[src/rtl/lae_pkg.sv]
package lae_pkg;

    typedef enum logic [1:0] {
        SZ_BYTE = 2'd0,
        SZ_HALF = 2'd1,
        SZ_WORD = 2'd2,
        SZ_DBL  = 2'd3
    } esize_e;

    typedef enum logic {
        ST_IDLE = 1'b0,
        ST_EMIT = 1'b1
    } state_e;

endpackage

[src/rtl/lae_scan.sv]
// Finds the highest-numbered active element for the selected element size.
module lae_scan #(
    parameter int PRED_W = 32,
    parameter int IDX_W  = $clog2(PRED_W)
) (
    input  logic [PRED_W-1:0] pred,
    input  lae_pkg::esize_e   esize,
    output logic              found,
    output logic [IDX_W-1:0]  last_idx,
    output logic [IDX_W:0]    n_elems
);
    int step_bytes;

    always_comb begin
        step_bytes = 1 << esize;
        found      = 1'b0;
        last_idx   = '0;
        for (int i = 0; i < PRED_W; i++) begin
            // only the lowest predicate bit of each element's byte group counts
            if (i * step_bytes < PRED_W) begin
                if (pred[IDX_W'((i * step_bytes) % PRED_W)]) begin
                    found    = 1'b1;
                    last_idx = IDX_W'(i);
                end
            end
        end
        n_elems = (IDX_W+1)'(PRED_W >> esize);
    end
endmodule

[src/rtl/lae_pick.sv]
// Chooses the element index, extracts the element and forms the result.
module lae_pick #(
    parameter int VLEN   = 256,
    parameter int PRED_W = VLEN / 8,
    parameter int IDX_W  = $clog2(PRED_W)
) (
    input  logic [VLEN-1:0]  src_vec,
    input  logic [VLEN-1:0]  dest_cur,
    input  lae_pkg::esize_e  esize,
    input  logic             sel_after,
    input  logic             vec_mode,
    input  logic             found,
    input  logic [IDX_W-1:0] last_idx,
    input  logic [IDX_W:0]   n_elems,
    output logic [VLEN-1:0]  res_data,
    output logic             res_wen
);
    import lae_pkg::*;

    logic [IDX_W:0]      next_idx;
    logic [IDX_W-1:0]    sel_idx;
    logic [IDX_W-1:0]    byte_off;
    logic [VLEN-1:0]     shifted;
    logic [63:0]         width_mask;
    logic [63:0]         elem;
    logic [7:0][7:0]     elem_bytes;
    logic [2:0]          lane_mask;
    logic [VLEN-1:0]     bcast;
    logic [63:0]         scalar_val;

    // index selection with wrap for the after variant
    always_comb begin
        next_idx = {1'b0, last_idx} + 1'b1;
        if (sel_after) begin
            sel_idx = (next_idx >= n_elems) ? '0 : next_idx[IDX_W-1:0];
        end else begin
            sel_idx = last_idx;
        end
        byte_off = sel_idx << esize;
    end

    always_comb begin
        unique case (esize)
            SZ_BYTE: begin width_mask = 64'h0000_0000_0000_00FF; lane_mask = 3'd0; end
            SZ_HALF: begin width_mask = 64'h0000_0000_0000_FFFF; lane_mask = 3'd1; end
            SZ_WORD: begin width_mask = 64'h0000_0000_FFFF_FFFF; lane_mask = 3'd3; end
            SZ_DBL:  begin width_mask = 64'hFFFF_FFFF_FFFF_FFFF; lane_mask = 3'd7; end
            default: begin width_mask = '0;                      lane_mask = 3'd0; end
        endcase
    end

    always_comb begin
        shifted    = src_vec >> {byte_off, 3'b000};
        elem       = shifted[63:0] & width_mask;
        elem_bytes = elem;
        for (int j = 0; j < PRED_W; j++) begin
            bcast[8*j +: 8] = elem_bytes[3'(j) & lane_mask];
        end
    end

    always_comb begin
        scalar_val = found ? elem : (dest_cur[63:0] & width_mask);
        if (vec_mode) begin
            res_wen  = found;
            res_data = found ? bcast : dest_cur;
        end else begin
            res_wen  = 1'b1;
            res_data = VLEN'(scalar_val);
        end
    end
endmodule

[src/rtl/lae_extract.sv]
module lae_extract #(
    parameter int VLEN = 256
) (
    input  logic               clk,
    input  logic               rst_n,
    input  logic               in_valid,
    input  logic [VLEN-1:0]    src_vec,
    input  logic [VLEN/8-1:0]  pred,
    input  logic [VLEN-1:0]    dest_cur,
    input  logic [1:0]         esize,
    input  logic               sel_after,
    input  logic               vec_mode,
    output logic               out_valid,
    output logic               out_wen,
    output logic [VLEN-1:0]    out_data
);
    import lae_pkg::*;

    localparam int PRED_W = VLEN / 8;
    localparam int IDX_W  = $clog2(PRED_W);

    if ((VLEN % 128) != 0 || VLEN > 2048) begin : g_bad_vlen
        $error("lae_extract: VLEN must be a multiple of 128 and at most 2048");
    end

    esize_e           esize_t;
    logic             found;
    logic [IDX_W-1:0] last_idx;
    logic [IDX_W:0]   n_elems;
    logic [VLEN-1:0]  res_data;
    logic             res_wen;

    state_e           state_q, state_d;
    logic             wen_q;
    logic [VLEN-1:0]  data_q;

    assign esize_t = esize_e'(esize);

    lae_scan #(.PRED_W(PRED_W), .IDX_W(IDX_W)) u_scan (
        .pred     (pred),
        .esize    (esize_t),
        .found    (found),
        .last_idx (last_idx),
        .n_elems  (n_elems)
    );

    lae_pick #(.VLEN(VLEN), .PRED_W(PRED_W), .IDX_W(IDX_W)) u_pick (
        .src_vec   (src_vec),
        .dest_cur  (dest_cur),
        .esize     (esize_t),
        .sel_after (sel_after),
        .vec_mode  (vec_mode),
        .found     (found),
        .last_idx  (last_idx),
        .n_elems   (n_elems),
        .res_data  (res_data),
        .res_wen   (res_wen)
    );

    // next-state logic
    always_comb begin
        unique case (state_q)
            ST_IDLE: state_d = in_valid ? ST_EMIT : ST_IDLE;
            ST_EMIT: state_d = in_valid ? ST_EMIT : ST_IDLE;
            default: state_d = ST_IDLE;
        endcase
    end

    // state register
    always_ff @(posedge clk or negedge rst_n) begin
        if (!rst_n) state_q <= ST_IDLE;
        else        state_q <= state_d;
    end

    // result registers
    always_ff @(posedge clk or negedge rst_n) begin
        if (!rst_n) begin
            wen_q  <= 1'b0;
            data_q <= '0;
        end else if (in_valid) begin
            wen_q  <= res_wen;
            data_q <= res_data;
        end
    end

    // outputs
    always_comb begin
        out_valid = (state_q == ST_EMIT);
        out_wen   = out_valid && wen_q;
        out_data  = data_q;
    end

    p_pulse_to_valid_r2: assert property (@(posedge clk) disable iff (!rst_n)
        in_valid |=> out_valid);
    p_no_pulse_no_valid_r2: assert property (@(posedge clk) disable iff (!rst_n)
        !in_valid |=> !out_valid);
    p_index_in_range_r3: assert property (@(posedge clk) disable iff (!rst_n)
        found |-> ({1'b0, last_idx} < n_elems));
    p_bcast_lanes_r6: assert property (@(posedge clk) disable iff (!rst_n)
        (in_valid && vec_mode && found && esize == 2'd0)
        |=> (out_wen && out_data[7:0] == out_data[VLEN-1 -: 8]));
    p_keep_dest_r7: assert property (@(posedge clk) disable iff (!rst_n)
        (in_valid && vec_mode && !found)
        |=> (!out_wen && out_data == $past(dest_cur)));
    p_scalar_writes_r8: assert property (@(posedge clk) disable iff (!rst_n)
        (in_valid && !vec_mode) |=> out_wen);
    p_scalar_narrow_r8: assert property (@(posedge clk) disable iff (!rst_n)
        (in_valid && !vec_mode && esize != 2'd3) |=> (out_data[VLEN-1:32] == '0));
endmodule

[config.mk]
export PLATFORM = sky130hd
export DESIGN_NAME = lae_extract
export DESIGN_NICKNAME = d
export VERILOG_FILES = /design/src/rtl/lae_pkg.sv /design/src/rtl/lae_scan.sv /design/src/rtl/lae_pick.sv /design/src/rtl/lae_extract.sv
export SDC_FILE = /design/constraint.sdc
export NUM_CORES = 1
export LEC_CHECK = 0
export BUFFER_PORTS_ARGS = -buffer_cell sky130_fd_sc_hd__buf_2
export CAP_MARGIN = 20
export CORE_AREA = 2 2 315 317
export CTS_CLUSTER_DIAMETER = 60
export CTS_CLUSTER_SIZE = 30
export DETAILED_ROUTE_END_ITERATION = 6
export DIE_AREA = 0 0 317 319
export PLACE_DENSITY = 0.5
export SLEW_MARGIN = 5
export SYNTH_ARGS = -nofsm -noshare
export SYNTH_HDL_FRONTEND = slang
export SYNTH_HIERARCHICAL = 1
export SYNTH_SLANG_ARGS = --single-unit
[constraint.sdc]
create_clock -name clk -period 0.8 [get_ports clk]
set_input_delay 0.16 -clock clk [delete_from_list [all_inputs] [get_ports clk]]
set_output_delay 0.16 -clock clk [all_outputs]
set_load 0.1 [all_outputs]
### After elaboration in Yosys (flattened, before gate mapping)

Cells that the tools add are included.

| word-level totals | value |
|---|---|
| register bits after elaboration | 258 |
| input bits | 551 |
| word-level logic and storage cells | 351 |

| operators by class | value |
|---|---|
| add/sub/neg operators | 1 |
| multiply operators | 26 |
| magnitude comparators | 70 |
| equality and inequality tests | 3 |
| shifts and indexed selects | 4 |
| mux-type cells | 240 |
| bitwise gates (word level) | 2 |
| reduce and logical (&&, ||, !) cells | 2 |

Operator list:

| operator | number |
|---|---|
| $lt A32 B7 Y1 const B | 31 |
| $mux W256 | 2 |
| $mux W5 | 63 |
| $mul A6 B32 Y32 const A | 8 |
| $pmux W64 S4 | 1 |
| $shr A256 B8 Y64 | 1 |
| $lt A5 B7 Y1 const B | 31 |
| $and A64 B64 Y64 | 2 |
| $mul A5 B32 Y31 const A | 4 |
| $mul A5 B32 Y32 const A | 4 |
| $mux W1 | 128 |
| $bmux W1 S5 | 16 |
| $mux W8 | 10 |
| $mul A4 B32 Y30 const A | 2 |
| $mul A4 B32 Y31 const A | 2 |
| $mul A4 B32 Y32 const A | 2 |
| $mux W64 | 1 |
| $bmux W8 S2 | 3 |
| $bmux W1 S4 | 8 |
| $mul A3 B32 Y29 const A | 1 |
| $mul A3 B32 Y30 const A | 1 |
| $mul A3 B32 Y31 const A | 1 |
| $mul A3 B32 Y32 const A | 1 |
| $shl A1 B2 Y32 const A | 1 |
| 15 further kinds | 24 |

### Depth between registers and ports, before layout

| depth | value |
|---|---|
| word-level depth | 77 |
| depth in mapped cells | 39 |
| mapped depth without buffers | 30 |

### Modules after synthesis

Netlist, hierarchy kept.

By module, submodules not included:

| module | instances | cells each | area an instance (µm²) |
|---|---|---|---|
| lae_pick | 1 | 2461 | 16290.6 |
| lae_extract | 1 | 545 | 10583.9 |
| lae_scan | 1 | 357 | 3415.8 |

### Worst setup path after synthesis

Ideal clock, no wire load.

| timing path | value |
|---|---|
| kind | input to register |
| from | input esize[0] |
| to | register data_q[60], in the netlist out_data[60] |
| setup time | 0.126 ns |
| data arrival time | 7.472 ns |
| required time | 0.674 ns |
| path slack | -6.798 ns |
| stages on the path | 30 |
| path buffers | 4 |
| cell sequence | inv_1 -> ha_1 -> buf_2 -> buf_2 -> clkbuf_1 -> inv_1 -> ha_1 -> ha_1 -> ha_1 -> ha_1 -> a311oi_1 -> o211ai_2 -> nand4_2 -> a2111oi_2 -> o41ai_1 -> xnor2_1 -> ha_1 -> a21oi_2 -> o211ai_4 -> a211oi_4 -> o221a_1 -> buf_6 -> mux4_2 -> or4_1 -> o31a_1 -> nand4_1 -> o21ai_2 -> a22o_1 -> a221o_1 -> mux2_4 |

| between the ends | value |
|---|---|
| elaborated cells between the ends (all ways) | 292 |

RTL lines:

| what | line | source |
|---|---|---|
| start, declared | lae_extract.sv:10 | `input logic [1:0] esize,` |
| $shr A6 B2 Y6 * | lae_scan.sv:27 | `n_elems = (IDX_W+1)'(PRED_W >> esize);` |
| net n_elems[3] | lae_extract.sv:29 | `logic [IDX_W:0] n_elems;` |
| $ge A6 B6 Y1 * | lae_pick.sv:35 | `sel_idx = (next_idx >= n_elems) ? '0 : next_idx[IDX_W-1:0];` |
| $mux W5 * | lae_pick.sv:35 |  |
| $mux W5 * | lae_pick.sv:34 | `if (sel_after) begin` |
| $shl A5 B2 Y5 * | lae_pick.sv:39 | `byte_off = sel_idx << esize;` |
| $shr A256 B8 Y64 * | lae_pick.sv:53 | `shifted = src_vec >> {byte_off, 3'b000};` |
| $and A64 B64 Y64 * | lae_pick.sv:54 | `elem = shifted[63:0] & width_mask;` |
| $bmux W8 S3 | lae_pick.sv:57 | `bcast[8*j +: 8] = elem_bytes[3'(j) & lane_mask];` |
| $mux W8 (implied by the code) | lae_pick.sv:57 |  |
| $mux W256 | lae_pick.sv:65 | `res_data = found ? bcast : dest_cur;` |
| $mux W256 * | lae_pick.sv:63 | `if (vec_mode) begin` |
| net res_data[60] | lae_extract.sv:30 | `logic [VLEN-1:0] res_data;` |
| end signal, assigned | lae_extract.sv:82 | `data_q <= res_data;` |
| end, declared | lae_extract.sv:35 | `logic [VLEN-1:0] data_q;` |

Mark *: on every way through the listed nets, which the timed path passes. The rest lies on a longest branch. The select of a mux whose other input is x is not followed.
A chain may end at the register's enable or synchronous reset.

### Worst setup path in the final report

| timing path | value |
|---|---|
| from | input esize[1] |
| to | register data_q[60], in the netlist out_data[60] |

The elaborated chain is that of the path after synthesis.

==> run summary <==
Synth Area in Simple Gates: 17.2%
Reg2Reg Setup Slack: -140 ps
Slew @ Worst Pin: 985 ps
core footprint: 0.0977 mm²
ranking of synthesized cells by area: dfrtp_1 (21%), mux2_4 (11%), mux4_2 (11%), nand2_1 (5.0%), mux2i_1 (4.3%)
max-cap viol count: 0
gpl congestion: 1.06
maximum clock rate: 0.144 GHz
Clock Power Share: 7.4%
slowest stage delay, CP: 570 ps
Seq. cell area: 0.00646 mm²
Final Core Density: 55.2%
FF-to-FF Start: out_data[254]$_DFFE_PN0P_
Seq cells post-synth: 258
Hold WS: -37.1 ps
CP Launch Point: esize[1]
Worst Setup Path Type: in2reg
Seq pwr share: 13.4%
Yosys cell types: 119
Net Sw Frac: 53.5%
Top FF cell, synth: dfrtp_1
status: complete, but fails checks
vias in the first global route: 38588
synthesized cell area: 0.0303 mm²
Worst setup EP type: register
grt ovf: 0
Avg Vias per Cell: 5.94
DP Cell Count: 6246
DRT Pass-1 Iters: 6
htree depth: 1
Routed WL: 209 mm
Rel. slew slack: 34.3%
Peak VDD IR: 1.76 mV
total die area: 0.101 mm²
CP most frequent cell: buf_4
synthesized area per cell: 9.01 µm²
Yosys top cell area share: 21.3%
Routed Antenna Nets: 0
Clock transition at path regs: 90 ps
fin. max-slew vios: 0
Synth area leader: dfrtp_1
GRT Util Overall: 39.4%
die span in y: 319 µm
Final min period: 6940 ps
Die X: 317 µm
Post-synth EDFFs: 0
post-DP HPWL: 168 mm
RSZ-0062 raised after global routing: yes
Critical Path Source Type: input port
largest net degree at the start of global routing: 94
Setup TNS Final: -1654210 ps
RR Endpoint: out_data[254]$_DFFE_PN0P_
drt drc: 0
CTS sink count: 258
CTS tree: built
worst-path fanout max: 13
post-synthesis mux area share: 29.7%
Total Power: 0.170 W
Post-Syn Instances: 3363
sw power: 0.0910 W
failing checks: hold timing, setup timing
yosys warns: 6
Logic pwr share: 79.1%
Synth Area in Compound Gates: 23.0%
CTS Root Buffer Type: clkbuf_16
worst setup path endpoint: out_data[60]$_DFFE_PN0P_
initial core utilization: 31.0%
Async SR Flop Fraction: 100%
clock latency on the worst-skew pair: 580 ps
Tcrit/Tclk final: 867%
filler cell count: 8763
TritonCTS buffer count: 24
Max Root-Sink Buffers: 3
clock skew: 0 ps
nets: 5833
IO Count: 809
post-synthesis adder-cell area fraction: 1.26%
XOR/XNOR share of the synthesized area: 0.322%
Seq/Total Area, Yosys: 21.3%
Leak Pwr: 24.4 nW
fraction of layout cells with a size suffix above 1: 55.6%
final setup violation count: 515
initial antenna violation count: 36
WP data required: 1250 ps
Post-Layout Cell Count: 6581
routed len/inst: 31.7 µm
Area Overhead vs Synth: 77.9%
I/O Buffers: 808
# rows: 115
Arrival @ worst endpoint: 7390 ps
final hold vios: 8
first-pass GRT wire length: 289 mm
Critical-path top delay cell: mux4_2
internal power: 0.0790 W
Min-Delay Path Class: in2reg
fin worst setup slack: -6140 ps
multi-input logic area: 0.0240 mm²
initial DRC count: 4046
R2R cell count: 1
largest family of logic cells by synthesized area: multiplexers
Power per Cell Area: 3150 mW/mm²
Vias: 39064
-- per-layer routing --
| metal | track usage, % | vias up | routed length (µm) |
|---|---|---|---|
| met1 | 49.5 | 19251 | 80800 |
| met3 | 7.76 | 622 | 18900 |
| li1 | - | 16675 | - |
| met2 | 62.2 | 2506 | 92600 |
| met4 | 23.9 | 10 | 16200 |
| met5 | 0 | - | 70 |
-- cell usage in the layout (no fill, tap or decap), types with 119 or more instances in the layout --
cell type / instances
dlygate4sd3_1: 122
nand3_1: 183
mux4_2: 151
nor2_1: 224
buf_2: 546
a21oi_1: 171
mux2i_1: 119
nand2_1: 371
buf_12: 368
o21ai_0: 155
mux2_4: 237
buf_4: 1034
dfrtp_1: 258
-- power by group through the flow --
stage	combinational [W]	sequential, W	clock [W]
after CTS	0.129	0.0228	0.0128
after floorplan	0.0338	0.0509	0
after global routing	0.137	0.0232	0.0133
final	0.135	0.0228	0.0126
after global placement	0.121	0.0228	0
after detailed placement	0.121	0.0229	0
-- stage by stage --
| step | setup slack [ps] | cell area [µm²] |
|---|---|---|
| after floorplan | -6000 | 30700 |
| after global placement | -7360 | 47700 |
| after detailed placement | -7320 | 47700 |
| after CTS | -5860 | 52400 |
| after global routing | -6220 | 53900 |
| final | -6140 | 53900 |
-- sequential cells by signal (all words and copies together), names as in the netlist --
signal	flops
out_data	256
wen_q	1
out_valid	1
-- how the worst min path moves through the flow --
stage          slack [ps]  cells past startpoint                  endpoint         start
2_1_floorplan        -140                      0   out_data[0]$_DFFE_PN0P_         rst_n
3_3_place_gp           20                      1  out_data[32]$_DFFE_PN0P_         rst_n
3_5_place_dp           20                      1  out_data[32]$_DFFE_PN0P_         rst_n
4_1_cts               -50                      4  out_data[14]$_DFFE_PN0P_  dest_cur[14]
5_1_grt               -30                      4  out_data[58]$_DFFE_PN0P_  dest_cur[58]
6_report              -40                      4  out_data[57]$_DFFE_PN0P_  dest_cur[57]
-- kinds of logic (layout without fill, tap and decap cells) --
kind of cell	after synthesis	in the layout
compound gates	978	978
xor+xnor	9	9
fa+ha+maj	30	30
buf+inv	375	2281
flops	258	258
mux	587	587
other cells	1	26
simple gates	1125	1125
-- cells in the mapped netlist (all sizes together) (9+ instances only) --
library cell	number
nand2	402
mux2	306
dfrtp	258
nor2	251
o21ai	209
a21oi	196
nand3	196
buf	195
mux4	151
mux2i	130
clkbuf	127
a211oi	89
nor3	74
and3	61
o211ai	54
inv	52
o21a	43
a31oi	34
a221oi	30
ha	29
nor2b	29
o22ai	28
nand4	25
a22oi	23
o221ai	23
a21o	22
o2111ai	21
and2	19
a2111oi	17
o31ai	17
a211o	16
a32oi	16
a311oi	15
o211a	15
or2	14
or3	13
o311ai	12
a221o	10
a22o	10
nand2b	10
o31a	9
-- timing repair --
action | in CTS | in global routing
resized for setup | 336 | 183
endpoints found under the hold margin | 396 | 7
gates cloned | 11 | 5
setup endpoints to repair | 515 | 515
buffers inserted | 82 | 52
hold buffers | 121 | 1
pin swaps | 110 | 92
-- area by class of cell --
class | instances | share of cell area [%]
sequential | 258 | 12.0
inverter | 53 | 0.388
clock buffer | 25 | 1.12
multi-input combinational | 2731 | 44.5
antenna | 24 | 0.111
tap | 1287 | 2.99
clock inverter | 19 | 0.416
timing repair buffer | 2184 | 38.5
-- worst max-delay path: cells and delay by family --
family / cells / cell delay, ps
compound gates: 11 / 2480
xor+xnor: 1 / 220
fa+ha+maj: 2 / 410
buf+inv: 8 / 1110
mux: 5 / 2130
simple gates: 3 / 850
No activity file was read; power rests on OpenSTA's default activity.
